--- config.mk ---
export PLATFORM = sky130hd
export DESIGN_NAME = paged_dio_irq
export DESIGN_NICKNAME = d
export VERILOG_FILES = /design/src/rtl/paged_dio_pkg.sv /design/src/rtl/paged_dio_sync.sv /design/src/rtl/paged_dio_edge_port.sv /design/src/rtl/paged_dio_irq.sv
export SDC_FILE = /design/constraint.sdc
export NUM_CORES = 1
export LEC_CHECK = 0
export ABC_AREA = 1
export ABC_CLOCK_PERIOD_IN_PS = 2200
export BUFFER_PORTS_ARGS = -buffer_cell sky130_fd_sc_hd__buf_4
export CORE_MARGIN = 3
export CORE_UTILIZATION = 50
export DETAILED_ROUTE_END_ITERATION = 10
export GPL_TIMING_DRIVEN = 0
export PLACE_DENSITY = 0.7
export SYNTH_ARGS = -nofsm -noshare
export SYNTH_HDL_FRONTEND = slang
export SYNTH_HIERARCHICAL = 1
export SYNTH_SLANG_ARGS = --single-unit
--- constraint.sdc ---
create_clock -name clk -period 2.2 [get_ports clk]
set_input_delay 0.22 -clock clk [delete_from_list [all_inputs] [get_ports clk]]
set_output_delay 0.22 -clock clk [all_outputs]
set_load 0.05 [all_outputs]
--- src/rtl/paged_dio_pkg.sv ---
package paged_dio_pkg;
    localparam int PORT_W        = 8;
    localparam int NUM_PORTS     = 6;
    localparam int NUM_IRQ_PORTS = 3;
    localparam int ADDR_W        = 4;
    localparam int LINES         = PORT_W * NUM_PORTS;
    localparam int IDX_W         = $clog2(NUM_PORTS);

    localparam logic [ADDR_W-1:0] SUMMARY_ADDR = ADDR_W'(NUM_PORTS);
    localparam logic [ADDR_W-1:0] BANK_ADDR    = ADDR_W'(NUM_PORTS + 1);
    localparam logic [ADDR_W-1:0] SHARED_BASE  = ADDR_W'(NUM_PORTS + 2);
    localparam logic [ADDR_W-1:0] SHARED_END   = ADDR_W'(NUM_PORTS + 2 + NUM_IRQ_PORTS);

    typedef enum logic [1:0] {
        BANK_NONE  = 2'd0,
        BANK_DIR   = 2'd1,
        BANK_ENA   = 2'd2,
        BANK_IDENT = 2'd3
    } bank_e;

    // Layout of the bank register; its width matches one port byte.
    typedef struct packed {
        bank_e                 bank;
        logic [NUM_PORTS-1:0]  lock;
    } bank_reg_t;

    typedef enum logic [2:0] {
        TGT_PORT, TGT_SUMMARY, TGT_BANK, TGT_SHARED, TGT_NONE
    } target_e;

    typedef struct packed {
        target_e           tgt;
        logic [IDX_W-1:0]  idx;
    } decode_t;

    function automatic decode_t decode_addr(input logic [ADDR_W-1:0] a);
        decode_t d;
        d.tgt = TGT_NONE;
        d.idx = '0;
        if (a < SUMMARY_ADDR) begin
            d.tgt = TGT_PORT;
            d.idx = IDX_W'(a);
        end else if (a == SUMMARY_ADDR) begin
            d.tgt = TGT_SUMMARY;
        end else if (a == BANK_ADDR) begin
            d.tgt = TGT_BANK;
        end else if (a >= SHARED_BASE && a < SHARED_END) begin
            d.tgt = TGT_SHARED;
            d.idx = IDX_W'(a - SHARED_BASE);
        end
        return d;
    endfunction
endpackage

--- src/rtl/paged_dio_sync.sv ---
module paged_dio_sync #(
    parameter int W = 48
) (
    input  logic         clk,
    input  logic         rst,
    input  logic [W-1:0] raw,
    output logic [W-1:0] synced
);
    logic [W-1:0] stage1, stage2;

    always_ff @(posedge clk) begin
        if (rst) begin
            stage1 <= '0;
            stage2 <= '0;
        end else begin
            stage1 <= raw;
            stage2 <= stage1;
        end
    end

    assign synced = stage2;
endmodule

--- src/rtl/paged_dio_edge_port.sv ---
module paged_dio_edge_port #(
    parameter int W = 8
) (
    input  logic         clk,
    input  logic         rst,
    input  logic [W-1:0] level,
    input  logic         dir_we,
    input  logic         ena_we,
    input  logic         ident_we,
    input  logic [W-1:0] wdata,
    output logic [W-1:0] ident,
    output logic         any_set
);
    logic [W-1:0] prev_q, dir_q, ena_q, ident_q;
    logic [W-1:0] rise, fall, hit, kept;

    assign rise = level & ~prev_q;
    assign fall = ~level & prev_q;
    assign hit  = ena_q & ((dir_q & rise) | (~dir_q & fall));
    assign kept = ident_we ? (ident_q & wdata) : ident_q;

    always_ff @(posedge clk) begin
        if (rst) begin
            prev_q  <= '0;
            dir_q   <= '0;
            ena_q   <= '0;
            ident_q <= '0;
        end else begin
            prev_q  <= level;
            ident_q <= kept | hit;
            if (dir_we) dir_q <= wdata;
            if (ena_we) ena_q <= wdata;
        end
    end

    assign ident   = ident_q;
    assign any_set = |ident_q;

    // a bit may only become set if its enable was on the cycle before
    a_r7_set_needs_enable: assert property (@(posedge clk) disable iff (rst)
        ((ident_q & ~$past(ident_q) & ~$past(ena_q)) == '0));

    // an all-zero clear with no coincident edge empties the register
    a_r8_zero_write_clears: assert property (@(posedge clk) disable iff (rst)
        (ident_we && wdata == '0 && hit == '0) |=> (ident_q == '0));
endmodule

--- src/rtl/paged_dio_irq.sv ---
module paged_dio_irq
    import paged_dio_pkg::*;
(
    input  logic               clk,
    input  logic               rst,
    input  logic [ADDR_W-1:0]  bus_addr,
    input  logic               bus_rd,
    input  logic               bus_wr,
    input  logic [PORT_W-1:0]  bus_wdata,
    output logic [PORT_W-1:0]  bus_rdata,
    input  logic [LINES-1:0]   line_in,
    output logic [LINES-1:0]   line_out,
    output logic               irq
);
    decode_t                                  dec;
    bank_reg_t                                bank_q;
    logic [NUM_PORTS-1:0][PORT_W-1:0]         out_q;
    logic [NUM_PORTS-1:0][PORT_W-1:0]         lvl;
    logic [LINES-1:0]                         lvl_flat;
    logic [NUM_IRQ_PORTS-1:0][PORT_W-1:0]     ident;
    logic [NUM_IRQ_PORTS-1:0]                 summary;

    assign dec = decode_addr(bus_addr);

    paged_dio_sync #(.W(LINES)) u_sync (
        .clk(clk), .rst(rst), .raw(line_in), .synced(lvl_flat)
    );
    assign lvl = lvl_flat;

    always_ff @(posedge clk) begin
        if (rst) begin
            bank_q <= '0;
        end else if (bus_wr && dec.tgt == TGT_BANK) begin
            bank_q <= bank_reg_t'(bus_wdata);
        end
    end

    for (genvar p = 0; p < NUM_PORTS; p++) begin : g_out
        logic hit_p;
        assign hit_p = bus_wr && dec.tgt == TGT_PORT && dec.idx == IDX_W'(p);
        always_ff @(posedge clk) begin
            if (rst)                        out_q[p] <= '0;
            else if (hit_p && !bank_q.lock[p]) out_q[p] <= bus_wdata;
        end

        // a locked port keeps its output byte across a write
        a_r3_locked_write_ignored: assert property (@(posedge clk) disable iff (rst)
            (hit_p && bank_q.lock[p]) |=> $stable(out_q[p]));
    end
    assign line_out = out_q;

    for (genvar i = 0; i < NUM_IRQ_PORTS; i++) begin : g_irq
        logic sel_i;
        assign sel_i = bus_wr && dec.tgt == TGT_SHARED && dec.idx == IDX_W'(i);
        paged_dio_edge_port #(.W(PORT_W)) u_edge (
            .clk      (clk),
            .rst      (rst),
            .level    (lvl[i]),
            .dir_we   (sel_i && bank_q.bank == BANK_DIR),
            .ena_we   (sel_i && bank_q.bank == BANK_ENA),
            .ident_we (sel_i && bank_q.bank == BANK_IDENT),
            .wdata    (bus_wdata),
            .ident    (ident[i]),
            .any_set  (summary[i])
        );
    end

    assign irq = |summary;

    always_comb begin
        bus_rdata = '0;
        if (bus_rd) begin
            unique case (dec.tgt)
                TGT_PORT:    bus_rdata = lvl[dec.idx];
                TGT_SUMMARY: bus_rdata = PORT_W'(summary);
                TGT_SHARED:  if (bank_q.bank == BANK_IDENT) bus_rdata = ident[dec.idx];
                default:     bus_rdata = '0;
            endcase
        end
    end

    // the first cycle after reset shows cleared outputs and no interrupt
    a_r11_reset_state: assert property (@(posedge clk) disable iff (rst)
        $past(rst) |-> (line_out == '0 && irq == 1'b0));

    // the bank register never drives read data
    a_r2_bank_reads_zero: assert property (@(posedge clk) disable iff (rst)
        (bus_rd && bus_addr == BANK_ADDR) |-> (bus_rdata == '0));
endmodule

==> metrics, run 1 <==
status finished clean; syn_area_per_cell 7.639 um^2; first-pass GRT wire length 41,320 um; period utilization 96.94%; crit path time final 2.133 ns; total CTS buffers 25; Crit Path Category input port to primary output; final WL 25,860 um; Max Cap Violations 0; Worst setup SP type input port; worst-margin pin slew 0.5610 ns; worst hold stages 3; CP Launch Point bus_addr[2]; Worst EP arrival 1.91 ns; Tot Pwr 9821 uW; clock sinks 248; # diodes 0; remaining global-route overflow 0; Routed Antenna Nets 0; power density cells 775.3 mW/mm^2; final instance area 0.01267 mm^2; vias in the first global route 8,207; count of input and output buffers 118; placed cell areas 0.01123 mm^2; VDD IR max 0.5310 mV; final setup fails 0; Remaining DRCs 0; FILL cells 1,684; Ports 121; critical path required time 1.98 ns; largest net degree at the start of global routing 19; syn_nets 1,372; terminus of the critical flop-to-flop path g_irq[2].u_edge/dir_q[0]; total global-route track usage 23.39%; total number of vias 8,769; dpl hpwl 17,810 um; worst min-delay path class input port to register; Worst R2R Path Depth 6; register area 0.004965 mm^2; Final TNS setup 0 ns; die span in x 147.4 um; Synth Instances 1,308; Hold Crit Start bus_wdata[7]; initial antenna violation count 0; register bit count reported by yosys 248; Synth Warn # 6; pre-CTS setup slack 0.006996 ns; leakage 0.005382 uW; Worst-path clk slew 0.06 ns; clk_lat worst skew 0.51 ns; f_max 468.9 MHz; kind of end point of the critical path primary output; multi-input logic area 0.003890 mm^2; Synth Cell Area 0.009992 mm^2; crit-path max FO 10; Final Max Tran Viols 0; Hold EP g_irq[0].u_edge/ena_q[7]; CTS tree done; reg2reg start bank_q[6]; Final nets 1,569; initial DRC count 599; Die ar. 0.02172 mm^2; vias per cell 4.910; CTS H-tree lvls 1; flop2flop setup slack 0.75 ns; P&R area growth vs syn 26.77%; DR pass1 iterations 5; Cell Rows 51; wire length per cell 14.48 um; Max Root-Sink Buffers 3; Die Span Y 147.4 um; Seq/Total Area, Yosys 49.69%; initial core utilization 51.17%; relative slew slack 62.32%; final hold violation count 0; final setup margin 0.06723 ns; core box area 0.01953 mm^2; share of layout cells above drive strength 1 18.80%; Setup Skew 0.01261 ns; Yosys cell types 37; global placement routability congestion 0.9066; Root Buffer clkbuf_16
==> critical path: stages <==
cell and delay, ns:
buf_4 0.11, buf_6 0.15, clkinv_2 0.13, nand3_4 0.14, nand2_4 0.11, o21ai_2 0.08, buf_4 0.19, nand2_1 0.08
nand3_1 0.08, nand2_1 0.06, nand2_1 0.07, nor2_1 0.06, nor2_1 0.23, buf_6 0.21
==> placed cells by master (no fill, tap or decap), types with 2 or more instances in the layout <==
cell type	instances
a211oi_1	2
a211oi_2	24
a21oi_1	111
a21oi_2	7
buf_12	3
buf_2	9
buf_4	130
buf_6	18
bufinv_16	4
clkbuf_1	11
clkbuf_16	25
clkbuf_8	3
clkinv_2	10
clkinvlp_4	2
dfxtp_1	248
dlygate4sd3_1	48
inv_1	204
inv_2	9
nand2_1	346
nand2_2	5
nand2_4	2
nand3_1	36
nand3_2	3
nand3b_1	12
nand4_1	21
nor2_1	159
nor2_2	2
nor2_4	13
nor3_2	2
nor4_1	4
nor4_2	3
o2111ai_1	7
o21ai_0	24
==> area by class of cell <==
cell class | instances | area share, %
Inverter | 218 | 6.529
Timing Repair Buffer | 170 | 11.20
Sequential cell | 248 | 39.19
Clock buffer | 32 | 5.383
Tap cell | 265 | 2.618
Multi-Input combinational cell | 794 | 30.71
Buffer | 48 | 3.121
Clock inverter | 11 | 1.245
==> layer usage <==
layer	part of all wire, %	track usage, %	vias up
li1	-	-	4456
met1	44	31.80	3982
met2	47	39.35	286
met4	2.2	6.104	0
met5	0	0	-
met3	6.9	3.393	45
==> worst max path at each step <==
stage | cells after the start | end | slack, ns
2_1_floorplan | 8 | bus_rdata[2] | 0.05
4_1_cts | 9 | bus_rdata[2] | 0.006
3_5_place_dp | 9 | bus_rdata[2] | 0.007
6_report | 14 | bus_rdata[1] | 0.07
5_1_grt | 14 | bus_rdata[1] | -0.001
3_3_place_gp | 9 | bus_rdata[2] | 0.05
==> cells by family (layout without fill, tap and decap cells) <==
kind of cell | count (synthesis) | count (layout) | synth area share (%)
compound gates | 180 | 180 | 11.56
flops | 248 | 248 | 49.69
buf+inv | 266 | 479 | 12.18
simple gates | 614 | 614 | 26.57
==> sequential cells by signal, indices dropped and copies added, names as in the netlist <==
register,count
g_irq.u_edge/ena_q,24
u_sync/synced,48
g_irq.u_edge/ident,24
g_irq.u_edge/dir_q,24
line_out,48
bank_q,8
g_irq.u_edge/prev_q,24
u_sync/stage1,48
==> what timing repair did <==
| item | in CTS | in global routing |
|---|---|---|
| hold endpoints to repair | 48 | 0 |
| endpoints found under the setup margin | 8 | 8 |
| setup buffers | 0 | 4 |
| hold buffers | 48 | 0 |
| gates cloned | 0 | 0 |
| pin swaps | 0 | 2 |
| gates resized for setup | 1 | 20 |
==> per-stage QoR <==
step	hold WS [ns]	instances	utilization [%]
final	0.08260	1786	64.87
after global routing	0.07743	1786	64.87
after CTS	0.07087	1782	64.28
after detailed placement	0.3928	1691	57.50
after global placement	0.3916	1691	57.50
after floorplan	0.2930	1308	-
==> cells in the mapped netlist (all sizes together) <==
cell type,n,area share (%)
a211oi,27,3.4
a21boi,1,0.075
a21o,1,0.15
a21oi,119,6.1
buf,40,3.6
clkbuf,8,0.30
clkinv,4,0.20
dfxtp,248,50
inv,214,8.0
nand2,354,14
nand3,40,2.2
nand3b,12,0.90
nand4,22,1.4
nor2,174,7.4
nor3,3,0.25
nor4,8,0.65
o2111ai,7,0.61
o21ai,25,1.3
or2,1,0.063
==> power by group <==
group          internal (uW)  switching [uW]
sequential              4600            53.9
combinational            331             518
clock                   2650            1670
Note: power is estimated with default switching activity, not from simulation.
==> run 2, diff against run 1 <==
--- a/config.mk
+++ b/config.mk
@@ -13,6 +13,7 @@
 export DETAILED_ROUTE_END_ITERATION = 10
 export GPL_TIMING_DRIVEN = 0
 export PLACE_DENSITY = 0.7
+export RECOVER_POWER = 25
 export SYNTH_ARGS = -nofsm -noshare
 export SYNTH_HDL_FRONTEND = slang
 export SYNTH_HIERARCHICAL = 1
==> run 2 against run 1 <==
Worst setup slack better by 0.025 ns; register-to-register slack worse by 0.02 ns; clock skew hardly changed; sequential share of layout area is 0.11 points higher; utilization is 0.19 points lower; via count is 0.15% lower; sequential power hardly changed; cell count stayed put; fmax is 1.2% higher; final area is 0.29% lower; largest cell class unchanged; largest power group unchanged.
==> metrics, run 2 (synthesis gave the netlist of run 1 again) <==
clock sinks 248; period utilization 95.82%; core box area 0.01953 mm^2; clk_lat worst skew 0.51 ns; DR pass1 iterations 5; final hold violation count 0; kind of end point of the critical path primary output; Crit Path Category register to primary output; Hold EP g_irq[0].u_edge/ena_q[7]; f_max 474.4 MHz; logic gate share of total power 8.6%; Die ar. 0.02172 mm^2; VDD IR max 0.5304 mV; largest net degree at the start of global routing 19; power density cells 777.3 mW/mm^2; share of layout cells above drive strength 1 18.08%; sw frac 22.88%; flop2flop setup slack 0.73 ns; global placement routability congestion 0.9066; Final nets 1,569; initial antenna violation count 0; final instance area 0.01263 mm^2; Most common cell on crit path nand2_1; Reg power frac 47.4%; worst-case hold slack 0.08282 ns; final setup margin 0.09193 ns; vias in the first global route 8,207; initial DRC count 613; total number of vias 8,756; critical path required time 1.98 ns; internal power 7571 uW; Remaining DRCs 0; Worst setup SP type register; CTS H-tree lvls 1; reg2reg start bank_q[6]; most frequent cells in the layout 346 x nand2_1, 248 x dfxtp_1, 204 x inv_1; CP bufs+invs 1; crit path time final 2.108 ns; placed cell areas 0.01123 mm^2; final WL 25,910 um; met1 wire length 11,610 um; Worst-path clk slew 0.06 ns; worst min-delay path class input port to register; crit-path leading delay family simple AND/OR/NAND/NOR gates; final setup fails 0; DR WL met2 12,010 um; Final TNS setup 0 ns; Clock Power Share 44.0%; dpl hpwl 17,810 um; remaining global-route overflow 0; first-pass GRT wire length 41,320 um; vias per cell 4.903; crit-path max FO 8; Hold Crit Start bus_wdata[7]; status finished clean; initial core utilization 51.17%; pre-CTS setup slack 0.006996 ns; leading cell type in the layout, fill and taps excluded nand2_1; total CTS buffers 25; Die Span Y 147.4 um; count of input and output buffers 118; CTS tree done; total global-route track usage 23.39%; worst-path cell with the longest stage delay dfxtp_1; Setup Skew 0.01283 ns; Root Buffer clkbuf_16; Worst EP arrival 1.89 ns; Max Root-Sink Buffers 3; worst-margin pin slew 1.336 ns; relative slew slack 10.91%; worst hold stages 3; Detail Route met3 WL 1728 um; CP max stage delay 0.36 ns; die span in x 147.4 um; terminus of the critical flop-to-flop path g_irq[2].u_edge/dir_q[0]; wire length per cell 14.51 um; sw power 2247 uW; DR top layer met4; # diodes 0; Routed Antenna Nets 0; Max Cap Violations 0; Final Max Tran Viols 0; Worst R2R Path Depth 6; Ports 121; Cell Rows 51; leakage 0.005344 uW; CP cell instances nand2_1, nor2_4, nand2_1, nand2_1, nor2_1, nor2_1, buf_6; P&R area growth vs syn 26.41%; FILL cells 1,686; Tot Pwr 9817 uW
==> run 2: how the worst max path moves through the flow <==
stage | startpoint | end | slack [ns] | cells past startpoint
floorplan | bus_addr[0] | bus_rdata[2] | 0.05 | 8
global placement | bus_addr[2] | bus_rdata[2] | 0.05 | 9
detailed placement | bus_addr[2] | bus_rdata[2] | 0.007 | 9
CTS | bus_addr[2] | bus_rdata[2] | 0.006 | 9
global route | bus_addr[2] | bus_rdata[1] | -0.001 | 14
finish | bank_q[7] | bus_rdata[1] | 0.09 | 7
==> run 2: layout make-up <==
type	count	area (um^2)	area share [%]
sequential	248	4965	39.31
buffer	48	362.8	2.873
clock inverter	11	157.7	1.248
multi-input combinational	794	3890	30.80
tap	265	331.6	2.625
clock buffer	32	681.9	5.399
timing repair buffer	170	1415	11.20
inverter	218	827.0	6.548
==> run 2: what timing repair did <==
item / in CTS / in global routing
setup endpoints to repair: 8 / 8
endpoints found under the hold margin: 48 / 0
gates resized for setup: 1 / 20
hold buffers: 48 / 0
cloned: 0 / 0
pin swaps: 0 / 2
buffers inserted: 0 / 4
==> run 2: layer usage <==
metal,up-vias,track usage [%]
li1,4453,-
met1,3990,31.80
met2,270,39.35
met3,43,3.393
met4,0,6.104
met5,-,0
==> run 2: power by group through the flow <==
stage	Clock [uW]	Combinational, uW	Sequential (uW)
floorplan	0	429	4780
global placement	0	742	4750
detailed placement	0	750	4750
CTS	4390	822	4650
global route	4570	924	4660
finish	4320	842	4650
==> run 2: stage by stage <==
stage | utilization [%] | cells
6_report | 64.69 | 1786
3_3_place_gp | 57.50 | 1691
2_1_floorplan | - | 1308
3_5_place_dp | 57.50 | 1691
4_1_cts | 64.28 | 1782
5_1_grt | 64.69 | 1786
==> run 2: worst min-delay path, cell delays in order <==
cell,delay [ns]
buf_4,0.19
nand2_1,0.08
a21oi_1,0.06
==> run 3, diff against run 2 <==
--- a/config.mk
+++ b/config.mk
@@ -9,10 +9,10 @@
 export ABC_CLOCK_PERIOD_IN_PS = 2200
 export BUFFER_PORTS_ARGS = -buffer_cell sky130_fd_sc_hd__buf_4
 export CORE_MARGIN = 3
-export CORE_UTILIZATION = 50
+export CORE_UTILIZATION = 58
 export DETAILED_ROUTE_END_ITERATION = 10
 export GPL_TIMING_DRIVEN = 0
-export PLACE_DENSITY = 0.7
+export PLACE_DENSITY = 0.8
 export RECOVER_POWER = 25
 export SYNTH_ARGS = -nofsm -noshare
 export SYNTH_HDL_FRONTEND = slang
==> run 3 against run 2 <==
Die area shrank 13%; cell count down 2.6%; via count grew 2.8%; worst setup slack got worse by 0.0091 ns; final area decreased by 0.55%; power grew 1.3%; critical path type unchanged.
==> metrics, run 3 (synthesis gave the netlist of run 1 again) <==
share of layout cells above drive strength 1 18.16%; Final nets 1,568; FILL cells 1,267; status finished clean; Worst-path clk slew 0.06 ns; core box area 0.01670 mm^2; critical path required time 1.98 ns; leading cell type in the layout, fill and taps excluded nand2_1; Setup Skew 0.01070 ns; initial DRC count 650; f_max 472.3 MHz; pre-CTS setup slack -0.02373 ns; most frequent cells in the layout 346 x nand2_1, 248 x dfxtp_1, 203 x inv_1; largest net degree at the start of global routing 19; wire length per cell 15.62 um; VDD IR max 0.6545 mV; count of input and output buffers 118; vias in the first global route 8,540; Routed Antenna Nets 0; power density cells 791.8 mW/mm^2; Remaining DRCs 0; first-pass GRT wire length 42,570 um; worst min-delay path class input port to register; Worst setup SP type register; Max Cap Violations 0; CTS tree done; final hold violation count 0; total CTS buffers 25; final WL 27,180 um; Final Max Tran Viols 0; P&R area growth vs syn 25.72%; die span in x 137.3 um; period utilization 96.24%; final instance area 0.01256 mm^2; Tot Pwr 9946 uW; placed cell areas 0.01117 mm^2; RSZ-0062 raised after global routing yes; crit-path max FO 3; vias per cell 5.174; kind of end point of the critical path primary output; clk_lat worst skew 0.52 ns; final setup margin 0.08280 ns; # diodes 0; initial core utilization 59.83%; leakage 0.005340 uW; Ports 121; Die ar. 0.01884 mm^2; worst-case hold slack 0.08760 ns; Cell Rows 47; worst-margin pin slew 1.472 ns; total global-route track usage 28.67%; clock sinks 248; CTS H-tree lvls 1; Worst EP arrival 1.90 ns; relative slew slack 1.889%; crit path time final 2.117 ns; global placement routability congestion 0.9278; remaining global-route overflow 0; Die Span Y 137.3 um; Crit Path Category register to primary output; Max Root-Sink Buffers 3; total number of vias 9,002; initial antenna violation count 0; DR pass1 iterations 6; dpl hpwl 17,560 um; final setup fails 0; Root Buffer clkbuf_16
## run 3: timing repair
action / 4_1_cts / 5_1_grt
pin swaps: 1 / 2
buffers inserted: 3 / 0
setup endpoints to repair: 8 / 7
gates resized for setup: 2 / 15
endpoints found under the hold margin: 48 / 0
hold buffers: 48 / 0
## run 3: metal layers
metal	global-route usage, %	wire [um]	vias to the layer above
li1	-	-	4442
met1	37.08	11420	4167
met2	48.83	13060	323
met3	3.981	1737	70
met4	10.92	973	0
met5	0	0	-
## run 3: final cells by class
class                   count  area, um^2  area share, %
clock buffers              31       688.2          5.478
well taps                 220       275.3          2.191
repair buffers            169        1396          11.12
multi-input cells         794        3876          30.86
clock inverters            12       171.4          1.365
inverters                 218       827.0          6.584
flip-flops and latches    248        4965          39.52
plain buffers              48       362.8          2.888
## run 3: report_power, final
group	switching (uW)	internal, uW
sequential	58.6	4600
combinational	526	322
clock	1750	2690
## run 3: through the flow
stage | util, % | cells | TNS, ns
CTS | 75.10 | 1740 | 0
global route | 75.22 | 1740 | 0
detailed placement | 66.89 | 1646 | -0.1096
global placement | 66.89 | 1646 | -0.008588
finish | 75.22 | 1740 | 0
floorplan | - | 1308 | 0
## run 3: final timing paths
kind	start	endpoint	slack, ns	cells after the start
worst max register to register	bank_q[6]	g_irq[0].u_edge/dir_q[7]	0.68	6
worst max-delay path	g_irq[1].u_edge/ident[6]	bus_rdata[1]	0.08	7
worst min-delay path	bus_wdata[3]	g_irq[1].u_edge/ena_q[3]	0.09	3
worst min register to register	u_sync/stage1[4]	u_sync/synced[4]	0.39	2
## run 3: critical path: stages (launching register included)
cell	delay [ns]
dfxtp_1	0.33
nor4_1	0.34
nand2_1	0.18
nand2_1	0.10
nand2_1	0.06
nor2_1	0.10
nor2_1	0.08
buf_6	0.18
